===== src/rtl/bpp_pkg.sv =====
package bpp_pkg;
    localparam int NPROC_DEF  = 10;
    localparam int CHAN_W_DEF = 5;
    localparam int ACC_W_DEF  = 18;
    localparam int WORD_W_DEF = 12;

    typedef enum logic [1:0] {
        OP_NOP      = 2'd0,
        OP_INC_CHAN = 2'd1,
        OP_ZERO     = 2'd2,
        OP_ADD      = 2'd3
    } op_e;
endpackage


===== src/rtl/bpp_slot_rotor.sv =====
module bpp_slot_rotor #(
    parameter int NPROC = bpp_pkg::NPROC_DEF,
    localparam int SW   = $clog2(NPROC)
) (
    input  logic          clk,
    input  logic          rst_n,
    input  logic          restart_i,
    output logic [SW-1:0] slot_o
);
    localparam logic [SW-1:0] LAST = SW'(NPROC - 1);

    typedef struct packed {
        logic [SW-1:0] slot;
    } rot_t;

    rot_t rot_d, rot_q;

    always_comb begin
        rot_d = rot_q;
        if (restart_i)
            rot_d.slot = '0;
        else if (rot_q.slot == LAST)
            rot_d.slot = '0;
        else
            rot_d.slot = rot_q.slot + 1'b1;
    end

    always_ff @(posedge clk or negedge rst_n) begin
        if (!rst_n) rot_q <= '0;
        else        rot_q <= rot_d;
    end

    assign slot_o = rot_q.slot;

    AST_SLOT_RANGE: assert property (@(posedge clk) disable iff (!rst_n)
        rot_q.slot <= LAST);
    AST_SLOT_STEP: assert property (@(posedge clk) disable iff (!rst_n)
        (!restart_i && rot_q.slot != LAST) |=> rot_q.slot == SW'($past(rot_q.slot) + 1'b1));
    AST_SLOT_WRAP: assert property (@(posedge clk) disable iff (!rst_n)
        (rot_q.slot == LAST) |=> rot_q.slot == '0);
    AST_RESTART_SLOT: assert property (@(posedge clk) disable iff (!rst_n)
        restart_i |=> rot_q.slot == '0);
endmodule


===== src/rtl/bpp_exec.sv =====
module bpp_exec #(
    parameter int CHAN_W = bpp_pkg::CHAN_W_DEF,
    parameter int ACC_W  = bpp_pkg::ACC_W_DEF,
    parameter int WORD_W = bpp_pkg::WORD_W_DEF
) (
    input  logic              en_i,
    input  bpp_pkg::op_e      op_i,
    input  logic [WORD_W-1:0] imm_i,
    input  logic [CHAN_W-1:0] chan_i,
    input  logic [ACC_W-1:0]  acc_i,
    output logic              we_o,
    output logic [CHAN_W-1:0] chan_o,
    output logic [ACC_W-1:0]  acc_o
);
    import bpp_pkg::*;

    always_comb begin
        we_o   = 1'b0;
        chan_o = chan_i;
        acc_o  = acc_i;
        if (en_i) begin
            unique case (op_i)
                OP_INC_CHAN: begin
                    we_o   = 1'b1;
                    chan_o = chan_i + 1'b1;
                end
                OP_ZERO: begin
                    we_o  = 1'b1;
                    acc_o = '0;
                end
                OP_ADD: begin
                    we_o  = 1'b1;
                    acc_o = acc_i + ACC_W'(imm_i);
                end
                default: we_o = 1'b0;
            endcase
        end
    end
endmodule


===== src/rtl/bpp_state_file.sv =====
module bpp_state_file #(
    parameter int NPROC  = bpp_pkg::NPROC_DEF,
    parameter int CHAN_W = bpp_pkg::CHAN_W_DEF,
    parameter int ACC_W  = bpp_pkg::ACC_W_DEF,
    localparam int SW    = $clog2(NPROC)
) (
    input  logic              clk,
    input  logic              rst_n,
    input  logic              restart_i,
    input  logic [SW-1:0]     idx_i,
    input  logic              we_i,
    input  logic [CHAN_W-1:0] wchan_i,
    input  logic [ACC_W-1:0]  wacc_i,
    output logic [CHAN_W-1:0] rchan_o,
    output logic [ACC_W-1:0]  racc_o
);
    typedef struct packed {
        logic [NPROC-1:0][CHAN_W-1:0] chan;
        logic [NPROC-1:0][ACC_W-1:0]  acc;
    } file_t;

    file_t file_d, file_q;

    function automatic file_t deadstart_image();
        file_t f;
        for (int i = 0; i < NPROC; i++) begin
            f.chan[i] = CHAN_W'(i);
            f.acc[i]  = '0;
        end
        return f;
    endfunction

    always_comb begin
        file_d = file_q;
        if (restart_i) begin
            file_d = deadstart_image();
        end else if (we_i) begin
            file_d.chan[idx_i] = wchan_i;
            file_d.acc[idx_i]  = wacc_i;
        end
    end

    always_ff @(posedge clk or negedge rst_n) begin
        if (!rst_n) file_q <= deadstart_image();
        else        file_q <= file_d;
    end

    assign rchan_o = file_q.chan[idx_i];
    assign racc_o  = file_q.acc[idx_i];

    for (genvar g = 0; g < NPROC; g++) begin : g_slot_chk
        AST_DS_OWN_CHAN: assert property (@(posedge clk) disable iff (!rst_n)
            restart_i |=> (file_q.chan[g] == CHAN_W'(g) && file_q.acc[g] == '0));
        AST_OTHERS_KEEP: assert property (@(posedge clk) disable iff (!rst_n)
            (!restart_i && !(we_i && idx_i == SW'(g))) |=>
                ($stable(file_q.chan[g]) && $stable(file_q.acc[g])));
    end
endmodule


===== src/rtl/bpp_slot_sequencer.sv =====
module bpp_slot_sequencer #(
    parameter int NPROC  = bpp_pkg::NPROC_DEF,
    parameter int CHAN_W = bpp_pkg::CHAN_W_DEF,
    parameter int ACC_W  = bpp_pkg::ACC_W_DEF,
    parameter int WORD_W = bpp_pkg::WORD_W_DEF,
    localparam int SW    = $clog2(NPROC)
) (
    input  logic              clk,
    input  logic              rst_n,
    input  logic              deadstart_i,
    input  logic              load_disc_i,
    input  logic              op_valid_i,
    input  logic [1:0]        op_i,
    input  logic [WORD_W-1:0] op_imm_i,
    output logic [SW-1:0]     slot_o,
    output logic [CHAN_W-1:0] chan_o,
    output logic [ACC_W-1:0]  acc_o,
    output logic              load_mode_o
);
    import bpp_pkg::*;

    typedef struct packed {
        logic load_mode;
    } ctl_t;

    ctl_t ctl_d, ctl_q;

    logic [SW-1:0]     slot;
    logic [CHAN_W-1:0] cur_chan, nxt_chan;
    logic [ACC_W-1:0]  cur_acc, nxt_acc;
    logic              exec_en, wr_en;
    op_e               op;

    assign op = op_e'(op_i);

    always_comb begin
        ctl_d = ctl_q;
        if (deadstart_i)      ctl_d.load_mode = 1'b1;
        else if (load_disc_i) ctl_d.load_mode = 1'b0;
    end

    always_ff @(posedge clk or negedge rst_n) begin
        if (!rst_n) ctl_q <= '{load_mode: 1'b1};
        else        ctl_q <= ctl_d;
    end

    assign exec_en = op_valid_i && !deadstart_i && !(ctl_q.load_mode && slot == '0);

    bpp_slot_rotor #(.NPROC(NPROC)) u_rotor (
        .clk       (clk),
        .rst_n     (rst_n),
        .restart_i (deadstart_i),
        .slot_o    (slot)
    );

    bpp_state_file #(.NPROC(NPROC), .CHAN_W(CHAN_W), .ACC_W(ACC_W)) u_file (
        .clk       (clk),
        .rst_n     (rst_n),
        .restart_i (deadstart_i),
        .idx_i     (slot),
        .we_i      (wr_en),
        .wchan_i   (nxt_chan),
        .wacc_i    (nxt_acc),
        .rchan_o   (cur_chan),
        .racc_o    (cur_acc)
    );

    bpp_exec #(.CHAN_W(CHAN_W), .ACC_W(ACC_W), .WORD_W(WORD_W)) u_exec (
        .en_i   (exec_en),
        .op_i   (op),
        .imm_i  (op_imm_i),
        .chan_i (cur_chan),
        .acc_i  (cur_acc),
        .we_o   (wr_en),
        .chan_o (nxt_chan),
        .acc_o  (nxt_acc)
    );

    assign slot_o      = slot;
    assign chan_o      = cur_chan;
    assign acc_o       = cur_acc;
    assign load_mode_o = ctl_q.load_mode;

    AST_LOAD_IGNORE: assert property (@(posedge clk) disable iff (!rst_n)
        (ctl_q.load_mode && slot == '0) |-> !wr_en);
    AST_DISC_CLEARS: assert property (@(posedge clk) disable iff (!rst_n)
        (load_disc_i && !deadstart_i) |=> !ctl_q.load_mode);
    AST_DS_LOADMODE: assert property (@(posedge clk) disable iff (!rst_n)
        deadstart_i |=> ctl_q.load_mode);
    AST_INC_ONE: assert property (@(posedge clk) disable iff (!rst_n)
        (wr_en && op == OP_INC_CHAN) |-> (nxt_chan == CHAN_W'(cur_chan + 1'b1) && nxt_acc == cur_acc));
    AST_ZERO_ALL: assert property (@(posedge clk) disable iff (!rst_n)
        (wr_en && op == OP_ZERO) |-> nxt_acc == '0);
endmodule


===== config.mk =====
export PLATFORM = sky130hd
export DESIGN_NAME = bpp_slot_sequencer
export DESIGN_NICKNAME = d
export VERILOG_FILES = /design/src/rtl/bpp_pkg.sv /design/src/rtl/bpp_slot_rotor.sv /design/src/rtl/bpp_exec.sv /design/src/rtl/bpp_state_file.sv /design/src/rtl/bpp_slot_sequencer.sv
export SDC_FILE = /design/constraint.sdc
export NUM_CORES = 1
export LEC_CHECK = 0
export BUFFER_PORTS_ARGS = -buffer_cell sky130_fd_sc_hd__buf_4
export CORE_ASPECT_RATIO = 1.2
export CORE_MARGIN = 2
export CORE_UTILIZATION = 55
export DETAILED_ROUTE_END_ITERATION = 7
export GPL_TIMING_DRIVEN = 0
export MAX_ROUTING_LAYER = met4
export PLACE_DENSITY = 0.72
export SYNTH_ARGS = -nofsm -noshare
export SYNTH_HDL_FRONTEND = slang
export SYNTH_HIERARCHICAL = 1
export SYNTH_SLANG_ARGS = --single-unit

===== constraint.sdc =====
create_clock -name clk -period 5.51 [get_ports clk]
set_clock_uncertainty 0.1 [all_clocks]
set_input_delay 0.2755 -clock clk [delete_from_list [all_inputs] [get_ports clk]]
set_output_delay 0.2755 -clock clk [all_outputs]
set_load 0.005 [all_outputs]

==> results of run 1 <==
## report_power, final
group / leakage [nW] / internal [mW] / total, mW / switching, mW
combinational: 2.39 / 0.114 / 0.406 / 0.292
sequential: 3.23 / 1.73 / 1.74 / 0.00680
clock: 0.409 / 1.04 / 1.73 / 0.688
total: 6.03 / 2.89 / 3.88 / 0.987
## logic make-up (layout without fill, tap and decap cells)
kind of cell / Yosys count / count (layout)
XOR/XNOR: 10 / 10
AO/OA/AOI/OAI: 453 / 453
buffers and inverters: 146 / 241
adder cells (fa/ha/maj): 16 / 16
multiplexers: 96 / 96
flip-flops: 235 / 235
AND/OR/NAND/NOR: 259 / 259
## cells in the final DEF, fill, tap and decap left out, types with 5 or more instances in the layout
| cell type | n |
|---|---|
| mux2_2 | 24 |
| inv_1 | 7 |
| buf_1 | 8 |
| a21oi_2 | 6 |
| a211o_1 | 12 |
| a21oi_1 | 124 |
| xor2_1 | 6 |
| ha_1 | 15 |
| a221o_1 | 24 |
| nand4_1 | 6 |
| and2_1 | 14 |
| buf_6 | 6 |
| buf_2 | 43 |
| nor2_1 | 13 |
| nand3b_1 | 5 |
| clkbuf_8 | 5 |
| mux2i_1 | 49 |
| dfrtp_1 | 219 |
| mux4_2 | 23 |
| o2bb2ai_1 | 26 |
| buf_4 | 61 |
| a21o_1 | 9 |
| dfstp_2 | 16 |
| clkbuf_1 | 73 |
| clkbuf_16 | 25 |
| and3_1 | 11 |
| a22o_1 | 78 |
| o31ai_1 | 5 |
| nand3_1 | 119 |
| o21ai_0 | 117 |
| nand2_1 | 50 |
| o211ai_1 | 5 |
| o22ai_1 | 24 |
## flip-flops by register name, summed over array words and instances (netlist names)
name / count
load_mode_o: 1
u_rotor/slot_o: 4
u_file/file_q: 230
## final timing paths
kind,slack (ns),to,depth (start not counted),startpoint
worst max-delay path,0.15,u_file/file_q[119]$_DFFE_PN0P_,14,u_rotor/slot_o[1]$_DFF_PN0_
worst min-delay path,0.14,u_file/file_q[33]$_DFFE_PN0P_,2,rst_n
worst max register to register,0.15,u_file/file_q[119]$_DFFE_PN0P_,14,u_rotor/slot_o[1]$_DFF_PN0_
worst min register to register,0.39,u_file/file_q[103]$_DFFE_PN0P_,1,u_file/file_q[103]$_DFFE_PN0P_
max in group asynchronous,4.33,u_file/file_q[202]$_DFFE_PN1P_,3,rst_n
min in group clk,0.39,u_file/file_q[36]$_DFFE_PN0P_,6,op_imm_i[0]
## timing repair
action                    4_1_cts  5_1_grt
hold buffers                    3        0
buffers inserted                0        0
hold endpoints to repair      103        0
## worst reg2reg max path: stages (launching register included)
cell and delay (ns):
dfrtp_1 0.53, buf_6 0.21, clkbuf_1 0.67, mux4_2 0.47, a221o_1 0.45, ha_1 0.44, and2_1 0.22, nand4_1 0.10
a21oi_1 0.32, o22ai_1 0.16, xor2_1 0.16, o31ai_1 0.70, and2_1 0.23, buf_1 0.32, a22o_1 0.22
## area by class of cell
type                       count  area, um2  share of cell area
buffer                       138        681              0.0480
clock buffer                  39        728              0.0513
clock inverter                 6        105             0.00741
inverter                       8       30.0             0.00212
multi-input combinational    834       5960               0.420
sequential                   235       5900               0.416
tap                          279        349              0.0246
timing repair buffer          50        430              0.0303
## routing by layer
metal | GRT usage | vias up | part of all wire
met5 | - | - | 0
met4 | 0.197 | 0 | 0.066
li1 | - | 4722 | -
met1 | 0.441 | 5437 | 0.38
met3 | 0.0451 | 138 | 0.073
met2 | 0.545 | 595 | 0.48
==> flow_summary_export.csv, run 1 <==
group,metric,value,unit
global_routing,grt_pass1_vias,10761,
global_routing,grt_pass1_wl,62900,um
worst_hold_path,hold_class,"input port to async pin",
timing,rsz0062_at_grt,"no",
drt,first_iter_violations,1142,
worst_setup_path,critPathTopFamily,"compound AO/OA/AOI/OAI gates",
worst_setup_path,worstPathArrival,5.71,ns
logic_synthesis,yosys_warnings,6,
pwr,p_leak,6.03,nW
logic_synthesis,yosysMostFrequentCell,"dfrtp_1",
drt,drcViolationCount,0,
pwr,powerDensity,273,nW/um2
global_routing,track_usage,0.349,
worst_setup_path,critical_path.startpoint_type,"register",
finish,finalNetCount,1327,
placed_design,gp_congestion,0.962,
logic_synthesis,synth_edf_count,0,
finish,design_area,14200,um2
floorplanning,ios,47,
logic_synthesis,yosys_most_used_dff,"dfrtp_1",
placed_design,place_inst,1541,
logic_synthesis,synthAdderAreaFrac,0.0165,
timing,finalHoldViolations,0,
logic_synthesis,syn_avg_cell_area,10.3,um2
timing,slew_headroom,0.428,
global_routing,grt_max_degree,97,
timing,slew_violations,0,
logic_synthesis,synth_compound_area_frac,0.237,
drt,drtAntennaViolNets,0,
timing,fmax,187,MHz
clocking,cts_tree,"done",
clocking,numCtsBuffers,25,
placed_design,dp_hpwl,28900,um
timing,setup_violations,0,
logic_synthesis,synth_area_leaders,"dfrtp_1, a22o_1, a21oi_1",
placed_design,io_buffers,45,
floorplanning,start_util,0.560,
clocking,post_cts_resized,0,
logic_synthesis,synth-simple-area-share,0.111,
finish,fin_util,0.632,
clocking,insertion_delay,0.53,ns
finish,diodes,0,
worst_setup_path,crit_top_cell,"and2_1",
logic_synthesis,async_reset_ff_frac,1.00,
logic_synthesis,synthDominantCellAreaShare,0.436,
drt,wl_per_cell,25.4,um
floorplanning,core.rowCount,60,
timing,tns,0,ns
worst_setup_path,crit_path_max_incr_delay,0.70,ns
global_routing,overflow,0,
clocking,clock_path_buffers,3,
logic_synthesis,synthTopCellsByCount,"dfrtp_1, a21oi_1, nand3_1",
timing,timing.final.ws_setup,0.152,ns
worst_setup_path,worstPathMaxFanout,10,
run,cap_violations,0,
logic_synthesis,post-synth-top-area-cell,"dfrtp_1",
logic_synthesis,synth-seq-cells,235,
finish,syn_to_final_growth,12.8,%
finish,fillers,1830,
clocking,clock_sinks,235,
finish,fin_cells,1589,
floorplanning,die_area,24100,um2
pwr,ir_worst_vdd,0.000247,V
drt,dr_total_vias,10892,
logic_synthesis,seq_area_frac_synth,0.469,
logic_synthesis,syn_inst,1215,
finish,drive_gt1_frac,0.178,
worst_setup_path,crit_buf_inv,3,
floorplanning,die-height,170,um
logic_synthesis,syn_nets,1250,
clocking,cts_htree_levels,1,
floorplanning,die_w,142,um
timing,fin_crit,5.36,ns
logic_synthesis,syn_area,12600,um2
worst_setup_path,crit_path_end_kind,"register",
placed_design,dp_worst_setup_slack,0.206,ns
timing,tightest_slew,0.850,ns
timing,hold_ws,0.143,ns
drt,viasPerCell,6.85,
worst_setup_path,worstPathCellList,"buf_6 > clkbuf_1 > mux4_2 > a221o_1 > ha_1 > and2_1 > nand4_1 > a21oi_1 > o22ai_1 > xor2_1 > o31ai_1 > and2_1 > buf_1 > a22o_1",
drt,drt_wl_total,40300,um
clocking,cts_root_buffer,"clkbuf_16",
worst_setup_path,required,5.86,ns
timing,fin_crit_sh,0.972,
worst_setup_path,worstSetupPathType,"register to register",
pwr,power,3.88,mW
logic_synthesis,synthMuxAreaShare,0.102,
floorplanning,core,22400,um2
logic_synthesis,synth_top_family_by_area,"compound AO/OA/AOI/OAI gates",
outcome,status,"completed",
clocking,clk_pin_slew_worst_paths,0.06,ns
logic_synthesis,synth_xor_area_frac,0.00697,
drt,drt-pass1-iter-count,5,
placed_design,placed_area,13300,um2
global_routing,antenna_found_initial,0,
worst_setup_path,cpMaxStageDelayCell,"o31ai_1",
logic_synthesis,synth.distinct_cells,71,
Power figures use the tool's default switching activity.
==> run 2: changes to the inputs <==
Settings changed: CTS_BUF_LIST from default to sky130_fd_sc_hd__clkbuf_4.
==> flow_summary_export.csv, run 2 (synthesis gave the netlist of run 1 again) <==
group,metric,value,unit
clocking,numCtsBuffers,59,
pwr,powerDensity,257,nW/um2
floorplanning,ios,47,
worst_setup_path,worstPathCellList,"buf_6 > clkbuf_1 > mux4_2 > a221o_1 > ha_1 > and2_1 > nand4_1 > a21oi_1 > o22ai_1 > xor2_1 > o31ai_1 > and2_1 > buf_1 > a22o_1",
drt,wl_per_cell,24.4,um
floorplanning,start_util,0.560,
worst_hold_path,hold_class,"input port to async pin",
placed_design,place_inst,1541,
worst_setup_path,crit_path_max_incr_delay,0.73,ns
drt,dr_total_vias,11010,
drt,drtAntennaViolNets,0,
finish,layout_commonest_cell,"dfrtp_1",
finish,syn_to_final_growth,12.5,%
finish,finalNetCount,1362,
run,cap_violations,0,
timing,setup_violations,0,
clocking,post_cts_resized,0,
floorplanning,core,22400,um2
worst_setup_path,critPathTopFamily,"compound AO/OA/AOI/OAI gates",
placed_design,gp_congestion,0.962,
timing,hold_ws,0.0198,ns
timing,slew_headroom,0.396,
floorplanning,die_w,142,um
timing,tns,0,ns
clocking,clock_sinks,235,
pwr,power,3.64,mW
finish,drive_gt1_frac,0.215,
floorplanning,core.rowCount,60,
finish,largest_reg_flops,230,
timing,slew_violations,0,
pwr,p_leak,6.09,nW
drt,viasPerCell,6.66,
drt,drcViolationCount,0,
pwr,ir_worst_vdd,0.000198,V
worst_setup_path,required,6.03,ns
placed_design,placed_area,13300,um2
clocking,cts_tree,"done",
timing,tightest_slew,0.899,ns
worst_setup_path,critical_path.startpoint,"u_rotor/slot_o[1]$_DFF_PN0_",
clocking,post_cts_buffers,0,
worst_setup_path,worstSetupPathType,"register to register",
global_routing,antenna_found_initial,1,
finish,fin_util,0.630,
placed_design,dp_worst_setup_slack,0.206,ns
global_routing,grt_pass1_wl,63300,um
drt,drt-pass1-iter-count,6,
clocking,cts_htree_levels,2,
placed_design,dp_hpwl,28900,um
worst_setup_path,cpMaxStageDelayCell,"o31ai_1",
global_routing,overflow,0,
timing,fin_crit,5.37,ns
finish,final_cell_mix,"dfrtp_1, a21oi_1, nand3_1, o21ai_0, clkbuf_4",
worst_setup_path,worstReg2RegStart,"u_rotor/slot_o[1]$_DFF_PN0_",
clocking,insertion_delay,0.74,ns
timing,fmax,186,MHz
clocking,cts_root_buffer,"clkbuf_4",
timing,rsz0062_at_grt,"no",
clocking,postCtsHoldBufs,4,
global_routing,track_usage,0.352,
worst_setup_path,crit_top_cell,"and2_1",
global_routing,grt_pass1_vias,11138,
worst_setup_path,critical_path.startpoint_type,"register",
timing,finalHoldViolations,0,
finish,design_area,14100,um2
clocking,clk_pin_slew_worst_paths,0.07,ns
timing,timing.final.ws_setup,0.138,ns
drt,drt_wl_total,40400,um
worst_setup_path,crit_buf_inv,3,
timing,fin_crit_sh,0.975,
finish,largest-register,"u_file/file_q",
worst_setup_path,worstPathMaxFanout,10,
placed_design,io_buffers,45,
clocking,clock_path_buffers,3,
worst_setup_path,worstPathArrival,5.89,ns
floorplanning,die_area,24100,um2
outcome,status,"completed",
finish,fin_cells,1652,
global_routing,grt_max_degree,97,
drt,first_iter_violations,1047,
floorplanning,die-height,170,um
worst_setup_path,crit_path_end_kind,"register",
-- run 2: cell count changes in the layout (fill, tap and decap cells not counted), sizes merged --
| cell | previous run | this run |
|---|---|---|
| buf | 121 | 122 |
| diode | 0 | 1 |
| clkbuf | 103 | 159 |
| clkinvlp | 0 | 1 |
| clkinv | 3 | 10 |
| bufinv | 3 | 0 |
-- run 2: cell type report --
cell class                 instances  area, um2
buffer                           138        681
sequential                       235       5900
antenna                            1       2.50
clock buffer                      95        713
clock inverter                    11       50.0
fill                            1890       8310
multi-input combinational        834       5960
inverter                           8       30.0
tap                              279        349
timing repair buffer              51        450
-- run 2: path summary, 6_finish.rpt --
path                       cells after the start  slack [ns]                        endpoint
hold reg to reg                                1        0.39  u_file/file_q[129]$_DFFE_PN0P_
setup reg to reg                              14        0.14   u_file/file_q[11]$_DFFE_PN0P_
max in group asynchronous                      3        4.76  u_file/file_q[202]$_DFFE_PN1P_
setup / recovery                              14        0.14   u_file/file_q[11]$_DFFE_PN0P_
min in group clk                               3        0.21     u_rotor/slot_o[3]$_DFF_PN0_
hold / removal                                 3        0.02   u_file/file_q[85]$_DFFE_PN0P_
-- run 2: tightest hold or removal path, delay by kind of cell --
family | cells | cell delay [ns]
buf+inv | 3 | 0.94
-- run 2: report_power, final --
group | internal, mW | switching, mW | total (mW) | leakage [nW]
clock network | 0.774 | 0.721 | 1.49 | 0.455
registers | 1.73 | 0.00675 | 1.74 | 3.23
logic | 0.116 | 0.292 | 0.408 | 2.40
-- run 2: metal layers --
layer	vias to the layer above	GRT usage	wire, um
met5	-	-	0
met4	0	0.226	2980
met3	176	0.0607	2820
met2	565	0.544	19000
met1	5435	0.429	15500
li1	4834	-	-
